### src/rtl/cfg_mode_pkg.sv
package cfg_mode_pkg;
  typedef enum logic [1:0] {
    ST_RELOAD = 2'd0,
    ST_NORMAL = 2'd1,
    ST_CONFIG = 2'd2,
    ST_DRAIN  = 2'd3
  } cfg_state_e;
endpackage

### src/rtl/cfg_pulse_meas.sv
module cfg_pulse_meas #(
  parameter int PULSE_MIN = 2048,
  parameter int PULSE_MAX = 4096
) (
  input  logic clk_i,
  input  logic rst_ni,
  input  logic arm_i,
  input  logic line_i,
  output logic hit_o
);
  localparam int SAT = PULSE_MAX + 1;
  localparam int CW  = $clog2(SAT + 1);

  logic [CW-1:0] cnt_q;

  always_ff @(posedge clk_i or negedge rst_ni) begin
    if (!rst_ni)                cnt_q <= '0;
    else if (!arm_i || line_i)  cnt_q <= '0;
    else if (cnt_q != CW'(SAT)) cnt_q <= cnt_q + 1'b1;
  end

  assign hit_o = arm_i && line_i &&
                 (cnt_q >= CW'(PULSE_MIN)) && (cnt_q <= CW'(PULSE_MAX));

  // restart on lost condition
  p_cnt_restart_r5: assert property (@(posedge clk_i) disable iff (!rst_ni)
    !arm_i |=> !hit_o);
endmodule

### src/rtl/cfg_mode_fsm.sv
module cfg_mode_fsm
  import cfg_mode_pkg::*;
(
  input  logic clk_i,
  input  logic rst_ni,
  input  logic hit_i,
  input  logic enable_i,
  input  logic write_busy_i,
  input  logic reload_done_i,
  input  logic clr_ser_en_i,
  output logic normal_o,
  output logic config_mode_o,
  output logic reload_req_o,
  output logic fault_hold_o,
  output logic gate_block_o,
  output logic ser_en_o
);
  cfg_state_e state_q, state_d;
  logic       ser_en_q;

  always_comb begin
    state_d = state_q;
    unique case (state_q)
      ST_RELOAD: if (reload_done_i) state_d = ST_NORMAL;
      ST_NORMAL: if (hit_i)         state_d = ST_CONFIG;
      ST_CONFIG: if (enable_i)      state_d = ST_DRAIN;
      ST_DRAIN:  if (!write_busy_i) state_d = ST_RELOAD;
      default:                      state_d = ST_RELOAD;
    endcase
  end

  always_ff @(posedge clk_i or negedge rst_ni) begin
    if (!rst_ni) state_q <= ST_RELOAD;
    else         state_q <= state_d;
  end

  // one-way clear, only in config mode
  always_ff @(posedge clk_i or negedge rst_ni) begin
    if (!rst_ni)                                  ser_en_q <= 1'b1;
    else if (state_q == ST_CONFIG && clr_ser_en_i) ser_en_q <= 1'b0;
  end

  assign normal_o      = (state_q == ST_NORMAL);
  assign config_mode_o = (state_q == ST_CONFIG);
  assign reload_req_o  = (state_q == ST_RELOAD);
  assign fault_hold_o  = (state_q == ST_RELOAD) || (state_q == ST_DRAIN);
  assign gate_block_o  = (state_q != ST_NORMAL);
  assign ser_en_o      = ser_en_q;

  p_ser_en_no_set_r8: assert property (@(posedge clk_i) disable iff (!rst_ni)
    !ser_en_q |=> !ser_en_q);

  p_reload_until_done_r1: assert property (@(posedge clk_i) disable iff (!rst_ni)
    reload_req_o && !reload_done_i |=> reload_req_o);

  p_write_completes_r7: assert property (@(posedge clk_i) disable iff (!rst_ni)
    $rose(reload_req_o) |-> !$past(write_busy_i));
endmodule

### src/rtl/cfg_mode_ctrl.sv
module cfg_mode_ctrl #(
  parameter int N_PH      = 3,
  parameter int PULSE_MIN = 2048,
  parameter int PULSE_MAX = 4096
) (
  input  logic            clk_i,
  input  logic            rst_ni,
  input  logic            enable_i,
  input  logic [N_PH-1:0] hs_cmd_i,
  input  logic [N_PH-1:0] ls_cmd_i,
  input  logic            fault_pending_i,
  input  logic            fault_line_i,
  input  logic            write_busy_i,
  input  logic            reload_done_i,
  input  logic            clr_ser_en_i,
  output logic            config_mode_o,
  output logic            reload_req_o,
  output logic            fault_hold_o,
  output logic            gate_block_o,
  output logic            ser_en_o
);
  logic idle_ok, normal, arm, hit;

  assign idle_ok = !enable_i && !fault_pending_i && (&hs_cmd_i) && !(|ls_cmd_i) && ser_en_o;
  assign arm     = normal && idle_ok;

  cfg_pulse_meas #(
    .PULSE_MIN(PULSE_MIN),
    .PULSE_MAX(PULSE_MAX)
  ) u_meas (
    .clk_i (clk_i),
    .rst_ni(rst_ni),
    .arm_i (arm),
    .line_i(fault_line_i),
    .hit_o (hit)
  );

  cfg_mode_fsm u_fsm (
    .clk_i        (clk_i),
    .rst_ni       (rst_ni),
    .hit_i        (hit),
    .enable_i     (enable_i),
    .write_busy_i (write_busy_i),
    .reload_done_i(reload_done_i),
    .clr_ser_en_i (clr_ser_en_i),
    .normal_o     (normal),
    .config_mode_o(config_mode_o),
    .reload_req_o (reload_req_o),
    .fault_hold_o (fault_hold_o),
    .gate_block_o (gate_block_o),
    .ser_en_o     (ser_en_o)
  );

  p_entry_idle_r2: assert property (@(posedge clk_i) disable iff (!rst_ni)
    $rose(config_mode_o) |-> $past(!enable_i && !fault_pending_i && ser_en_o));

  p_entry_pattern_r3: assert property (@(posedge clk_i) disable iff (!rst_ni)
    $rose(config_mode_o) |-> $past((&hs_cmd_i) && !(|ls_cmd_i) && fault_line_i));

  p_cfg_blocks_r6: assert property (@(posedge clk_i) disable iff (!rst_ni)
    config_mode_o |-> gate_block_o && !fault_hold_o);
endmodule

### config.mk
export PLATFORM = sky130hd
export DESIGN_NAME = cfg_mode_ctrl
export DESIGN_NICKNAME = d
export VERILOG_FILES = /design/src/rtl/cfg_mode_pkg.sv /design/src/rtl/cfg_pulse_meas.sv /design/src/rtl/cfg_mode_fsm.sv /design/src/rtl/cfg_mode_ctrl.sv
export SDC_FILE = /design/constraint.sdc
export NUM_CORES = 1
export LEC_CHECK = 0
export BUFFER_PORTS_ARGS = -buffer_cell sky130_fd_sc_hd__buf_4
export CAP_MARGIN = 20
export CORE_MARGIN = 2
export CORE_UTILIZATION = 40
export DETAILED_ROUTE_END_ITERATION = 8
export HOLD_SLACK_MARGIN = 0.1
export PLACE_DENSITY = 0.72
export SYNTH_ARGS = -nofsm -noshare
export SYNTH_HDL_FRONTEND = slang
export SYNTH_SLANG_ARGS = --single-unit
### constraint.sdc
create_clock -name clk_i -period 1.9 [get_ports clk_i]
set_clock_uncertainty 0.2 [all_clocks]
set_input_delay 0.285 -clock clk_i [delete_from_list [all_inputs] [get_ports clk_i]]
set_output_delay 0.285 -clock clk_i [all_outputs]
set_load 0.02 [all_outputs]
==> summary.txt <==
Run status
  • Run status: finished, final reports clean

Worst setup path
  • Critical path arrival: 1.78 ns
  • WP buf/inv: 0
  • R2R Setup Slk: roughly 0.12 ns
  • Critical Path Stages: 5
  • Slowest cell on crit path: dfrtp_1
  • Critical path capture point type: flip-flop
  • CP Cell Sequence: nor4_4 > nand4_1 > a211oi_2 > o21ai_2 > mux2i_1
  • WP data required: 1.91 ns
  • Critical Path Sink: u_fsm.state_q[0]
  • Critical Setup Path Class: reg -> reg
  • Reg2reg start: u_meas.cnt_q[10]
  • CP top delay family: simple AND/OR/NAND/NOR gates
  • Crit-path max FO: 4
  • Reg2Reg Depth: 5
  • Largest stage delay on the critical path: ~0.46 ns
  • Origin of the worst setup path: u_meas.cnt_q[10]
  • FF-to-FF End: u_fsm.state_q[0]
  • Startpoint types: flip-flop

Floorplan
  • Die ar.: 0.002739 mm2
  • Core area: 0.002212 mm2
  • Die Wd: 52.34 um
  • Io pins: 19
  • Die Y: 52.34 um
  • Rows: 17
  • Starting density of the core: 42.25%

Cells and area
  • Multi-input gate area: 503.0 um2
  • Utilization after layout: 52.04%
  • Share of layout cells above drive strength 1: between 20% and 30%
  • Fill cells: 210
  • Syn-to-layout area delta: 23.16%
  • ANT cells: 0
  • Final-stage net count: ~140
  • Seq. cell area: 401.6 um2

Global routing
  • First-pass GRT wire length: 3.450 mm
  • GRT overflow: 0
  • Largest net degree at the start of global routing: 17
  • Vias in the first global route: 798
  • Initial antenna violation count: 0
  • GRT Total Usage: 17.39%

Logic synthesis
  • Synth Area per Inst: 9.943 um2
  • Compound-Gate Fraction of Synth Area: 5.756%
  • Post-Syn Area: about 930 um2
  • Post-synthesis mux area share: 2.142%
  • Combinational family with the most area after synthesis: simple AND/OR/NAND/NOR gates
  • Sequential share of the synthesized area: 42.97%
  • Post-synthesis xor/xnor area fraction: 10.31%
  • Post-Synth Adder-Cell Area: 9.371%
  • Cells after synthesis: 94
  • Syn Nets: about 120
  • Synthesized flop and latch total: 16
  • Simple-gate share of the synthesized area: 25.70%
  • Post-synthesis cell type count: 28
  • YS warnings: 0

Placement
  • Dpl hpwl: 1.481 mm
  • Gpl congestion: ~0.74
  • IO Port Bufs: 18
  • Pre-CTS setup slack: 0.1209 ns

Drt
  • DRT antenna net count: 0
  • TritonRoute pass-1 iters: 4
  • WL/cell: 13.57 um
  • DRC viols: 0
  • Avg Vias per Cell: about 5.1
  • Post-Route WL: approximately 2.0 mm
  • Initial DRC count: 18
  • Vias post-DR: 739

Flow run
  • Max-cap violation count: 0

Power
  • PD cells: 840.1 mW/mm2
  • P_leak: about 0.52 nW
  • VDD IR max: 547.6 uV

Clocking
  • Clock sink total: 16
  • Number of CTS-inserted buffers: 3
  • H-tree levels: 1
  • Clock tree root buffer cell: clkbuf_4
  • Worst-path clk slew: 0.09 ns
  • Skew-Pair Late Insertion Delay: 0.28 ns
  • Post-CTS setup repair buffer count: 0
  • CTS tree: built
  • Clock Path Buffers: 2

Timing
  • Max-slew violation count: 0
  • RSZ-0062 raised after global routing: no
  • Hold Violations, Final: 0
  • Worst-Margin Slew: 0.4356 ns
  • Fin crit share: 93.43%
  • Final setup vio count: 0
  • Post-layout minimum cycle time: 1.775 ns
  • Post-Route Setup TNS: 0 ns
  • Achievable Freq: approximately 560 MHz
  • Max-slew headroom: 70.96%
  • Min setup slack post-route: 0.1248 ns

Hold path
  • Hold crit path type: in -> reg
Yosys cell counts:
cell type	n	area (um2)
nor4_4	1	21.27
or2_1	1	6.260
nor4b_2	1	15.01
a21boi_0	1	7.510
inv_1	8	30.03
nand2_1	5	18.77
nand2b_1	1	6.260
nand3b_1	1	7.510
dfstp_2	1	26.28
a222oi_1	1	10.01
xnor2_1	3	26.28
o21ai_0	1	5.000
mux2i_1	2	20.02
a21oi_1	2	10.01
nand4_1	5	31.28
buf_2	1	5.000
nor2_1	16	60.06
nor3_1	2	10.01
and3_1	3	18.77
xor2_1	8	70.07
and4_1	1	8.760
nor4b_1	1	8.760
and4bb_2	1	12.51
nand3_1	3	15.01
ha_1	7	87.58
dfrtp_1	15	375.4
a211oi_2	1	12.51
o21ai_2	1	8.760
metal layers:
| metal | up-vias | part of all wire, % | GRT usage (%) |
|---|---|---|---|
| met3 | 2 | 5.4 | 5.429 |
| met4 | 0 | 1.3 | 8.120 |
| li1 | 364 | - | - |
| met5 | - | 0 | 0 |
| met2 | 17 | 50 | 28.75 |
| met1 | 356 | 43 | 20.36 |
area by class of cell:
| class | instances | share of cell area, % |
|---|---|---|
| multi-input cells | 69 | 43.70 |
| flip-flops and latches | 16 | 34.89 |
| repair buffers | 20 | 13.48 |
| well taps | 28 | 3.043 |
| inverters | 8 | 2.609 |
| clock buffers | 4 | 2.283 |
worst register-to-register path: cells and delay by family, from the launching register on:
family	cells	cell delay, ns
simple gates	2	0.49
compound gates	2	0.36
mux	1	0.19
flops	1	0.46
state kept, by name, summed over array words and instances, names as in the netlist:
signal	cells
u_fsm.ser_en_o	1
u_fsm.state_q	2
u_meas.cnt_q	13
placed cells by master (no fill, tap or decap), drive strengths merged, types with 2 or more instances in the layout:
cell type / Yosys / layout
a21oi: 2 / 2
and3: 3 / 3
buf: 1 / 18
clkbuf: 0 / 4
dfrtp: 15 / 15
dlygate4sd3: 0 / 2
ha: 7 / 7
inv: 8 / 8
mux2i: 2 / 2
nand2: 5 / 5
nand3: 3 / 3
nand4: 5 / 5
nor2: 16 / 16
nor3: 2 / 2
nor4b: 2 / 2
o21ai: 2 / 2
xnor2: 3 / 3
xor2: 8 / 8
logic make-up after synthesis:
group	Yosys count
muxes	2
AOI/OAI and AO/OA	7
buffers and inverters	9
DFF	16
adders and majority gates	7
xor gates and xnor gates	11
and+or+nand+nor	42
worst min-delay path by stage:
stage / startpoint / to / slack, ns / depth (start not counted)
2_1_floorplan: rst_ni / u_fsm.state_q[0] / -0.21 / 0
3_3_place_gp: rst_ni / u_meas.cnt_q[5] / -0.04 / 1
3_5_place_dp: rst_ni / u_meas.cnt_q[5] / -0.04 / 1
4_1_cts: write_busy_i / u_fsm.state_q[1] / 0.15 / 4
5_1_grt: write_busy_i / u_fsm.state_q[1] / 0.17 / 4
6_report: write_busy_i / u_fsm.state_q[1] / 0.16 / 4
through the flow:
stage	std cells	cell area (um2)	power, mW	hold WS, ns
2_1_floorplan	94	934.6	0.6300	-0.2106
3_3_place_gp	139	1100	0.7609	-0.04190
3_5_place_dp	139	1100	0.7870	-0.04498
4_1_cts	145	1146	0.9817	0.1536
5_1_grt	145	1151	1.034	0.1697
6_report	145	1151	0.9671	0.1632
report_power, final:
group	internal, mW	switching, mW
Clock	0.0815	0.108
Combinational	0.174	0.219
Sequential	0.365	0.0194
timing repair:
action                     CTS  global route
gates resized for setup      0             1
setup endpoints to repair    0             1
hold buffers                 2             0
hold endpoints to repair    17             0
Note: power is estimated with default switching activity, not from simulation.
